--- src/rtl/vld_pkg.sv ---
package vld_pkg;

   localparam int FMT_W = 3;

   typedef enum logic [FMT_W-1:0] {
      LAY_BARE     = 3'd0,
      LAY_ONE      = 3'd1,
      LAY_PAIR     = 3'd2,
      LAY_ADR      = 3'd3,
      LAY_ONE_ADR  = 3'd4,
      LAY_PAIR_ADR = 3'd5
   } vld_lay_e;

   localparam int LAY_DEFINED = 6;

   function automatic logic lay_long(input vld_lay_e l);
      return (l == LAY_ADR) || (l == LAY_ONE_ADR) || (l == LAY_PAIR_ADR);
   endfunction

   function automatic logic lay_uses_a(input vld_lay_e l);
      return (l == LAY_ONE) || (l == LAY_PAIR) ||
             (l == LAY_ONE_ADR) || (l == LAY_PAIR_ADR);
   endfunction

   function automatic logic lay_uses_b(input vld_lay_e l);
      return (l == LAY_PAIR) || (l == LAY_PAIR_ADR);
   endfunction

endpackage

--- src/rtl/vld_fmt_lut.sv ---
module vld_fmt_lut
   import vld_pkg::*;
#(
   parameter bit LUT_TABLE = 1'b1
) (
   input  logic [FMT_W-1:0] code,
   output vld_lay_e         lay,
   output logic             undef
);

   localparam int NCODE = 2 ** FMT_W;

   generate
      if (LUT_TABLE) begin : g_table
         vld_lay_e   tbl_lay   [NCODE];
         logic       tbl_undef [NCODE];
         for (genvar e = 0; e < NCODE; e++) begin : g_ent
            if (e < LAY_DEFINED) begin : g_def
               assign tbl_lay[e]   = vld_lay_e'(e);
               assign tbl_undef[e] = 1'b0;
            end else begin : g_res
               assign tbl_lay[e]   = LAY_BARE;
               assign tbl_undef[e] = 1'b1;
            end
         end
         assign lay   = tbl_lay[code];
         assign undef = tbl_undef[code];
      end else begin : g_case
         always_comb begin
            undef = 1'b0;
            case (code)
               3'd0:    lay = LAY_BARE;
               3'd1:    lay = LAY_ONE;
               3'd2:    lay = LAY_PAIR;
               3'd3:    lay = LAY_ADR;
               3'd4:    lay = LAY_ONE_ADR;
               3'd5:    lay = LAY_PAIR_ADR;
               default: begin
                  lay   = LAY_BARE;
                  undef = 1'b1;
               end
            endcase
         end
      end
   endgenerate

endmodule

--- src/rtl/vld_field_extract.sv ---
module vld_field_extract
   import vld_pkg::*;
#(
   parameter int LOW_W = 8,
   parameter int REG_W = 4
) (
   input  logic [LOW_W-1:0] operand,
   input  vld_lay_e         lay,
   input  logic             undef,
   output logic [REG_W-1:0] reg_a,
   output logic [REG_W-1:0] reg_b,
   output logic             bad_enc
);

   localparam int NSLOT = LOW_W / REG_W;
   localparam int TOP   = NSLOT - 1;

   generate
      if (NSLOT != 2) begin : g_bad_slots
         $error("vld_field_extract: operand must hold exactly two register slots");
      end
   endgenerate

   logic [NSLOT-1:0] slot_nz;
   logic [NSLOT-1:0] slot_rsv;
   logic             no_regs;
   logic             one_reg;

   assign no_regs = !lay_uses_a(lay);
   assign one_reg = lay_uses_a(lay) && !lay_uses_b(lay);

   generate
      for (genvar s = 0; s < NSLOT; s++) begin : g_slot
         assign slot_nz[s] = |operand[s*REG_W +: REG_W];
         if (s == TOP) begin : g_top
            assign slot_rsv[s] = no_regs;
         end else begin : g_low
            assign slot_rsv[s] = no_regs || one_reg;
         end
      end
   endgenerate

   assign reg_a   = (!undef && lay_uses_a(lay)) ? operand[TOP*REG_W +: REG_W] : '0;
   assign reg_b   = (!undef && lay_uses_b(lay)) ? operand[0 +: REG_W] : '0;
   assign bad_enc = !undef && (|(slot_nz & slot_rsv));

endmodule

--- src/rtl/vld_word_seq.sv ---
module vld_word_seq #(
   parameter int WORD_W = 16
) (
   input  logic              clk,
   input  logic              rst,
   input  logic              in_valid,
   input  logic [WORD_W-1:0] in_word,
   input  logic              head_long,
   output logic [WORD_W-1:0] head_word,
   output logic              pend,
   output logic              emit,
   output logic [WORD_W-1:0] emit_addr
);

   logic [WORD_W-1:0] hold_q;
   logic              pend_q;

   assign pend      = pend_q;
   assign head_word = pend_q ? hold_q : in_word;
   assign emit      = in_valid && (pend_q || !head_long);
   assign emit_addr = pend_q ? in_word : '0;

   always_ff @(posedge clk) begin
      if (rst) begin
         pend_q <= 1'b0;
         hold_q <= '0;
      end else if (in_valid) begin
         if (pend_q) begin
            pend_q <= 1'b0;
         end else if (head_long) begin
            pend_q <= 1'b1;
            hold_q <= in_word;
         end
      end
   end

endmodule

--- src/rtl/vld_decoder.sv ---
module vld_decoder
   import vld_pkg::*;
#(
   parameter int WORD_W    = 16,
   parameter int OPC_W     = 8,
   parameter int REG_W     = 4,
   parameter int GRP_W     = 2,
   parameter int FMT_LSB   = 3,
   parameter bit LUT_TABLE = 1'b1
) (
   input  logic              clk,
   input  logic              rst,
   input  logic              in_valid,
   input  logic [WORD_W-1:0] in_word,
   output logic              dec_valid,
   output logic [OPC_W-1:0]  dec_opcode,
   output logic [GRP_W-1:0]  dec_group,
   output logic [2:0]        dec_format,
   output logic [REG_W-1:0]  dec_reg_a,
   output logic [REG_W-1:0]  dec_reg_b,
   output logic [WORD_W-1:0] dec_addr,
   output logic              dec_illegal_op,
   output logic              dec_bad_enc
);

   localparam int LOW_W = WORD_W - OPC_W;

   generate
      if (OPC_W + 2 * REG_W != WORD_W) begin : g_chk_split
         $error("vld_decoder: opcode plus two register fields must fill a word");
      end
      if (FMT_LSB + FMT_W > OPC_W - GRP_W) begin : g_chk_fmt
         $error("vld_decoder: layout field overlaps the group bits");
      end
      if (FMT_W != 3) begin : g_chk_fw
         $error("vld_decoder: layout code port is three bits wide");
      end
   endgenerate

   logic [WORD_W-1:0] head_word;
   logic              seq_pend;
   logic              emit;
   logic [WORD_W-1:0] emit_addr;
   vld_lay_e          head_lay;
   logic              head_undef;
   logic [REG_W-1:0]  ex_reg_a;
   logic [REG_W-1:0]  ex_reg_b;
   logic              ex_bad;
   logic [OPC_W-1:0]  head_opc;

   assign head_opc = head_word[WORD_W-1 -: OPC_W];

   vld_word_seq #(
      .WORD_W (WORD_W)
   ) seq_i (
      .clk       (clk),
      .rst       (rst),
      .in_valid  (in_valid),
      .in_word   (in_word),
      .head_long (lay_long(head_lay)),
      .head_word (head_word),
      .pend      (seq_pend),
      .emit      (emit),
      .emit_addr (emit_addr)
   );

   vld_fmt_lut #(
      .LUT_TABLE (LUT_TABLE)
   ) lut_i (
      .code  (head_opc[FMT_LSB +: FMT_W]),
      .lay   (head_lay),
      .undef (head_undef)
   );

   vld_field_extract #(
      .LOW_W (LOW_W),
      .REG_W (REG_W)
   ) fex_i (
      .operand (head_word[LOW_W-1:0]),
      .lay     (head_lay),
      .undef   (head_undef),
      .reg_a   (ex_reg_a),
      .reg_b   (ex_reg_b),
      .bad_enc (ex_bad)
   );

   always_ff @(posedge clk) begin
      if (rst) begin
         dec_valid      <= 1'b0;
         dec_opcode     <= '0;
         dec_group      <= '0;
         dec_format     <= '0;
         dec_reg_a      <= '0;
         dec_reg_b      <= '0;
         dec_addr       <= '0;
         dec_illegal_op <= 1'b0;
         dec_bad_enc    <= 1'b0;
      end else begin
         dec_valid <= emit;
         if (emit) begin
            dec_opcode     <= head_opc;
            dec_group      <= head_opc[OPC_W-1 -: GRP_W];
            dec_format     <= head_lay;
            dec_reg_a      <= ex_reg_a;
            dec_reg_b      <= ex_reg_b;
            dec_addr       <= emit_addr;
            dec_illegal_op <= head_undef;
            dec_bad_enc    <= ex_bad;
         end
      end
   end

endmodule

--- config.mk ---
export PLATFORM = sky130hd
export DESIGN_NAME = vld_decoder
export DESIGN_NICKNAME = d
export VERILOG_FILES = /design/src/rtl/vld_pkg.sv /design/src/rtl/vld_fmt_lut.sv /design/src/rtl/vld_field_extract.sv /design/src/rtl/vld_word_seq.sv /design/src/rtl/vld_decoder.sv
export SDC_FILE = /design/constraint.sdc
export NUM_CORES = 1
export LEC_CHECK = 0
export ABC_CLOCK_PERIOD_IN_PS = 7700
export CAP_MARGIN = 20
export CORE_ASPECT_RATIO = 1.1
export CORE_MARGIN = 5
export CORE_UTILIZATION = 39
export DETAILED_ROUTE_END_ITERATION = 12
export GPL_TIMING_DRIVEN = 1
export PLACE_DENSITY = 0.77
export SETUP_SLACK_MARGIN = 0.02
export SLEW_MARGIN = 20
export SYNTH_ARGS = -nofsm -noshare
export SYNTH_HDL_FRONTEND = slang
export SYNTH_HIERARCHICAL = 1
export SYNTH_SLANG_ARGS = --single-unit
--- constraint.sdc ---
create_clock -name clk -period 7.7 [get_ports clk]
set_clock_uncertainty 0.15 [all_clocks]
set_input_delay 1.925 -clock clk [delete_from_list [all_inputs] [get_ports clk]]
set_output_delay 1.925 -clock clk [all_outputs]
set_load 0.02 [all_outputs]
# Yosys cells after proc, flatten, opt, wreduce, memory -nomap -nowiden
# Memory sizes are Yosys's and may differ from the RTL's.
# Cells that the tools add are included.
# W data, S select, Z words.
# word_totals
word_cells	53
regBits	57
n_memories	2
romBits	32
in_bits	19
out_inout_bits	40
# memory_table
name	words	width	read_ports	rd_clocked_by_memory_dff	wr	line_no	source
(no name shown)	8	3	1	0	0	vld_fmt_lut.sv:26	assign lay = tbl_lay[code];
(no name shown)	8	1	1	0	0	vld_fmt_lut.sv:27	assign undef = tbl_undef[code];
# op_classes
n_mux	10
magnitude_cmp	1
bitwise	3
eq_ne	5
n_reduce_logical	21
# ops
cell	count
$mux W16	2
$logic_or A1 B1 Y1	8
$mux W4	2
$reduce_or A4 Y1	2
$eq A3 B2 Y1 const B	2
$eq A3 B3 Y1 const B	2
$mux W3	2
$logic_and A1 B1 Y1	5
$ge A4 B4 Y1 const B	1
$logic_not A1 Y1	4
$mux W1	4
$not A3 Y4	1
$eq A3 B1 Y1 const B	1
$reduce_and A3 Y1	1
$and A2 B2 Y2	1
$reduce_or A2 Y1	1
$not A1 Y1	1

# Logic depth before layout (Yosys ltp)
# depth
ltp_word	14
mapped_depth	11
depth_no_buf	7

# By module
# The synthesis kept the hierarchy.
# by_module_without_submodules
mod	n_inst	cells_per_inst	area_each_um2	seq_area_each_um2
vld_decoder	1	125	1371.3	760.7
vld_word_seq	1	111	1076.0	340.3
vld_field_extract	1	20	140.1	0.0
vld_fmt_lut	1	4	30.0	0.0

# Least setup slack after synthesis
# OpenSTA, ideal clock, no wires.
# synth_path
path_kind	input port to flip-flop
from	input port in_word[12]
to	register dec_addr[14]
path_slack_ns	3.884
cell_stages	9
required_ns	7.422
n_path_buf	2
arrival_ns	3.538
setup_time_ns	0.128
path_cell_list	mux2_2 -> a21boi_0 -> nand2_1 -> mux2i_1 -> a21boi_0 -> buf_6 -> buf_8 -> mux2i_1 -> nor2_1
# synth_via
elab_chain_cells	11
word_cells_on_any_way	13
classes_between	3 x eq/ne; 3 x mux; 1 x bitwise; 5 x reduce/logical; 1 x memory
# synth_lines
element	line_no	source
from (decl)	vld_decoder.sv:14	input logic [WORD_W-1:0] in_word,
$mux W16 *	vld_word_seq.sv:19	assign head_word = pend_q ? hold_q : in_word;
$not A3 Y4 (implied by the code) *	vld_fmt_lut.sv:26	
$mem_v2 Z8 W3 *	-	
$mux W3 (implied by the code) * (2 in series)	vld_fmt_lut.sv:26	
net head_lay[0]	vld_decoder.sv:44	vld_lay_e head_lay;
$eq A3 B2 Y1 / $eq A3 B3 Y1 (equally long branches)	vld_pkg.sv:17	return (l == LAY_ADR) || (l == LAY_ONE_ADR) || (l == LAY_PAIR_ADR);
$logic_or A1 B1 Y1	vld_pkg.sv:17	
$logic_or A1 B1 Y1 *	vld_pkg.sv:17	
$logic_not A1 Y1 *	vld_word_seq.sv:20	assign emit = in_valid && (pend_q || !head_long);
$logic_or A1 B1 Y1 *	vld_word_seq.sv:20	
$logic_and A1 B1 Y1 *	vld_word_seq.sv:20	
net emit	vld_decoder.sv:42	logic emit;
to (signal assigned)	vld_decoder.sv:106	dec_addr <= emit_addr;
to (decl)	vld_decoder.sv:21	output logic [WORD_W-1:0] dec_addr,
# Mark *: on every way through the listed nets, which the timed path passes. The rest lies on a longest branch. The select of a mux whose other input is x is not followed.
# A chain may end at the register's enable or synchronous reset.

# Final worst setup path
# layout_path
from	input port in_word[12]
to	register seq_i.hold_q[8]
# layout_via
elab_chain_cells	9
word_cells_on_any_way	11
classes_between	3 x eq/ne; 3 x mux; 1 x bitwise; 3 x reduce/logical; 1 x memory
# layout_lines
element	line_no	source
$mux W16 *	vld_word_seq.sv:19	
net head_word[12]	vld_decoder.sv:40	logic [WORD_W-1:0] head_word;
$not A3 Y4 (implied by the code) *	vld_fmt_lut.sv:26	
$mem_v2 Z8 W3 *	-	
$mux W3 (implied by the code) * (2 in series)	vld_fmt_lut.sv:26	
net head_lay[0]	vld_decoder.sv:44	
$eq A3 B2 Y1 / $eq A3 B3 Y1 (equally long branches)	vld_pkg.sv:17	
$logic_or A1 B1 Y1	vld_pkg.sv:17	
$logic_or A1 B1 Y1 *	vld_pkg.sv:17	
$reduce_and A3 Y1 (no source line) *	-	
to (signal assigned)	vld_word_seq.sv:32	hold_q <= in_word;
to (decl)	vld_word_seq.sv:15	logic [WORD_W-1:0] hold_q;
# Marks and branches as above.

==> run metrics <==
CTS Sinks between 50 and 60; #FFs+latches synth 55; Skew-Pair Late Insertion Delay approximately 0.31 ns; post-CTS setup buffers 0; # H-tree levels 2; Final Hold Fails 0; Final nets 327; Top Metal Used met4; sw frac between 20% and 30%; core area about 0.0066 mm2; Pre-Repair DR Iteration Count 4; top cell type by total area after synthesis dfxtp_1; Worst Hold Class register to register; fin worst setup slack 2.82 ns; Clock Root Buffer clkbuf_8; Worst path max stage delay roughly 0.95 ns; fraction of registers with async set/reset 0%; Worst Path Arrival 4.96 ns; DRC viols 0; Ant. Diodes 0; initial antenna violation count 0; static leakage 1.24 nW; post-synth net total about 280; post-layout util 49.8%; CP Data Required Time around 7.8 ns; Design Power approximately 0.58 mW; Die ar. between 0.008 and 0.009 mm2; # hold bufs at CTS 0; maximum vdd drop 0.0889 mV; CTS Buf Count 5; Overflow after GRT 0; Post-DP HPWL approximately 3700 um; vias per cell about 4.8; area post-placement 0.00318 mm2; status finished, final reports clean; wire length on met3 around 290 um; final instance area approximately 0.0033 mm2; row count 31; sequential element share of the synthesized area between 40 and 50%; CP max stage cell and3b_1; wl on met1 2370 um; post-CTS sizing 0; clock-pin slew on the worst setup and hold paths around 0.1 ns; post-route insts no fill around 390; Tcrit/Tclk final a little under two thirds; WS Path Type input pin to register; vias in the first global route between 1.5k and 2k; Mapped Avg Cell Area a little over 10 um2; RSZ-0062 raised after global routing no; layout cell share with drive strength beyond 1 about 11%; number of flops mapped to enable cells by yosys 0; Post-Synthesis Cells 260; combinational fraction of design power around a fifth; Port Buffers 58; Cells after DPL between 300 and 400; crit start category input pin; Unique masters post-synth 28; gr usage total between 10% and 20%; routability cong. 0.725; fin. max-slew vios 0; DR WL/cell about 14 um; Yosys top cell area share a little over two fifths; area added between synthesis and finish 24.8%; Die Span X 88.1 um; Pwr Density roughly 180 mW/mm2; Internal Power around 0.42 mW; first-pass GRT wire length just under 9000 um; most common cell in the netlist dfxtp_1; pin count of the biggest net entering global routing a little over 70; switching power roughly 0.16 mW; most used cell, CP mux2i_1; Final TNS setup 0 ns; Routed WL between 5000 and 6000 um; largest cells by area after synthesis dfxtp_1, mux2i_1, nand2b_1; Routed Antenna Nets 0; max_slew headroom about 27%; predominant post-synthesis flop cell dfxtp_1; Hold WS 0.329 ns; Clk network pwr share between 20% and 30%; CP cell instances clkdlybuf4s50_1 -> mux2_2 -> a21boi_0 -> nand2_1 -> mux2i_1 -> and3b_1 -> mux2i_1; # IOs a little under 60; Vias about 1.9k; iteration-0 DRC count of the detailed router 82; Reg power frac ~53%; Slew @ Worst Pin around 1.1 ns; Ys Warns 6; Max clock buf depth 2; Chip Height ~96 um; met2 WL approximately 2600 um; Initial Util 39.9%; Max Cap Violations 0; top cell types by occurrence after synthesis dfxtp_1, mux2i_1, nor2_1; crit path time final between 4 and 5 ns; Post-Syn Area about 0.0026 mm2; final setup violating endpoints 0; CP Max Fanout 17; fmax roughly 200 MHz; CTS tree done; crit end category register; Setup WS pre-CTS about 2.5 ns
-- flip-flops by register name (all words and copies together), names as in the netlist --
register and flops:
dec_bad_enc 1, dec_opcode 8, seq_i/hold_q 16, dec_reg_a 4
dec_reg_b 4, dec_format 3, dec_valid 1, dec_illegal_op 1
dec_addr 16, seq_i/pend 1
-- cell type report --
class                   count  area (um2)
multi-input cells         184        1380
flip-flops and latches     55        1100
clock buffers               6        72.6
well taps                  82         103
clock inverters             2        12.5
fillers                   628        3290
repair buffers             60         591
inverters                   2        7.51
-- per-layer routing --
metal	vias up	global-route usage, %
met5	-	0
met4	0	4.16
met3	6	3.51
met2	38	22.3
met1	882	16.9
li1	945	-
-- path summary, 6_finish.rpt --
path	startpoint	to	slack [ns]	depth (start not counted)
max	in_word[12]	seq_i/hold_q[8]	2.82	7
min	seq_i/hold_q[12]	seq_i/hold_q[12]	0.33	2
max reg2reg	seq_i/pend	seq_i/hold_q[8]	4.30	6
min reg2reg	seq_i/hold_q[12]	seq_i/hold_q[12]	0.33	2
-- power groups by stage --
stage,Clock [mW],Combinational (mW),Sequential (mW)
2_1_floorplan,0,0.0743,0.319
3_3_place_gp,0,0.117,0.311
3_5_place_dp,0,0.119,0.311
4_1_cts,0.162,0.119,0.305
5_1_grt,0.178,0.128,0.306
6_report,0.155,0.117,0.304
-- worst max-delay path: cells and delay by family --
kind                   cells  cell delay [ns]
buffers and inverters      1             0.43
multiplexers               3             0.87
AND/OR/NAND/NOR            2             1.06
AO/OA/AOI/OAI              1             0.65
-- cell families after synthesis --
family,after synthesis,share of synthesized area (%)
flops,55,42.1
mux,70,27.5
compound gates,8,2.53
fa+ha+maj,1,0.382
simple gates,105,21.8
buf+inv,21,5.64
-- layout by cell type, fill, tap and decap left out, types with 2 or more instances in the layout --
cell type,count
mux2_2,16
nor2_1,38
mux2i_1,54
inv_1,2
buf_4,2
dfxtp_1,55
and2_1,24
a21oi_2,2
nor4_1,2
nor2b_1,3
clkdlybuf4s50_1,57
clkbuf_8,5
nand2b_1,32
Note: power is estimated with default switching activity, not from simulation.
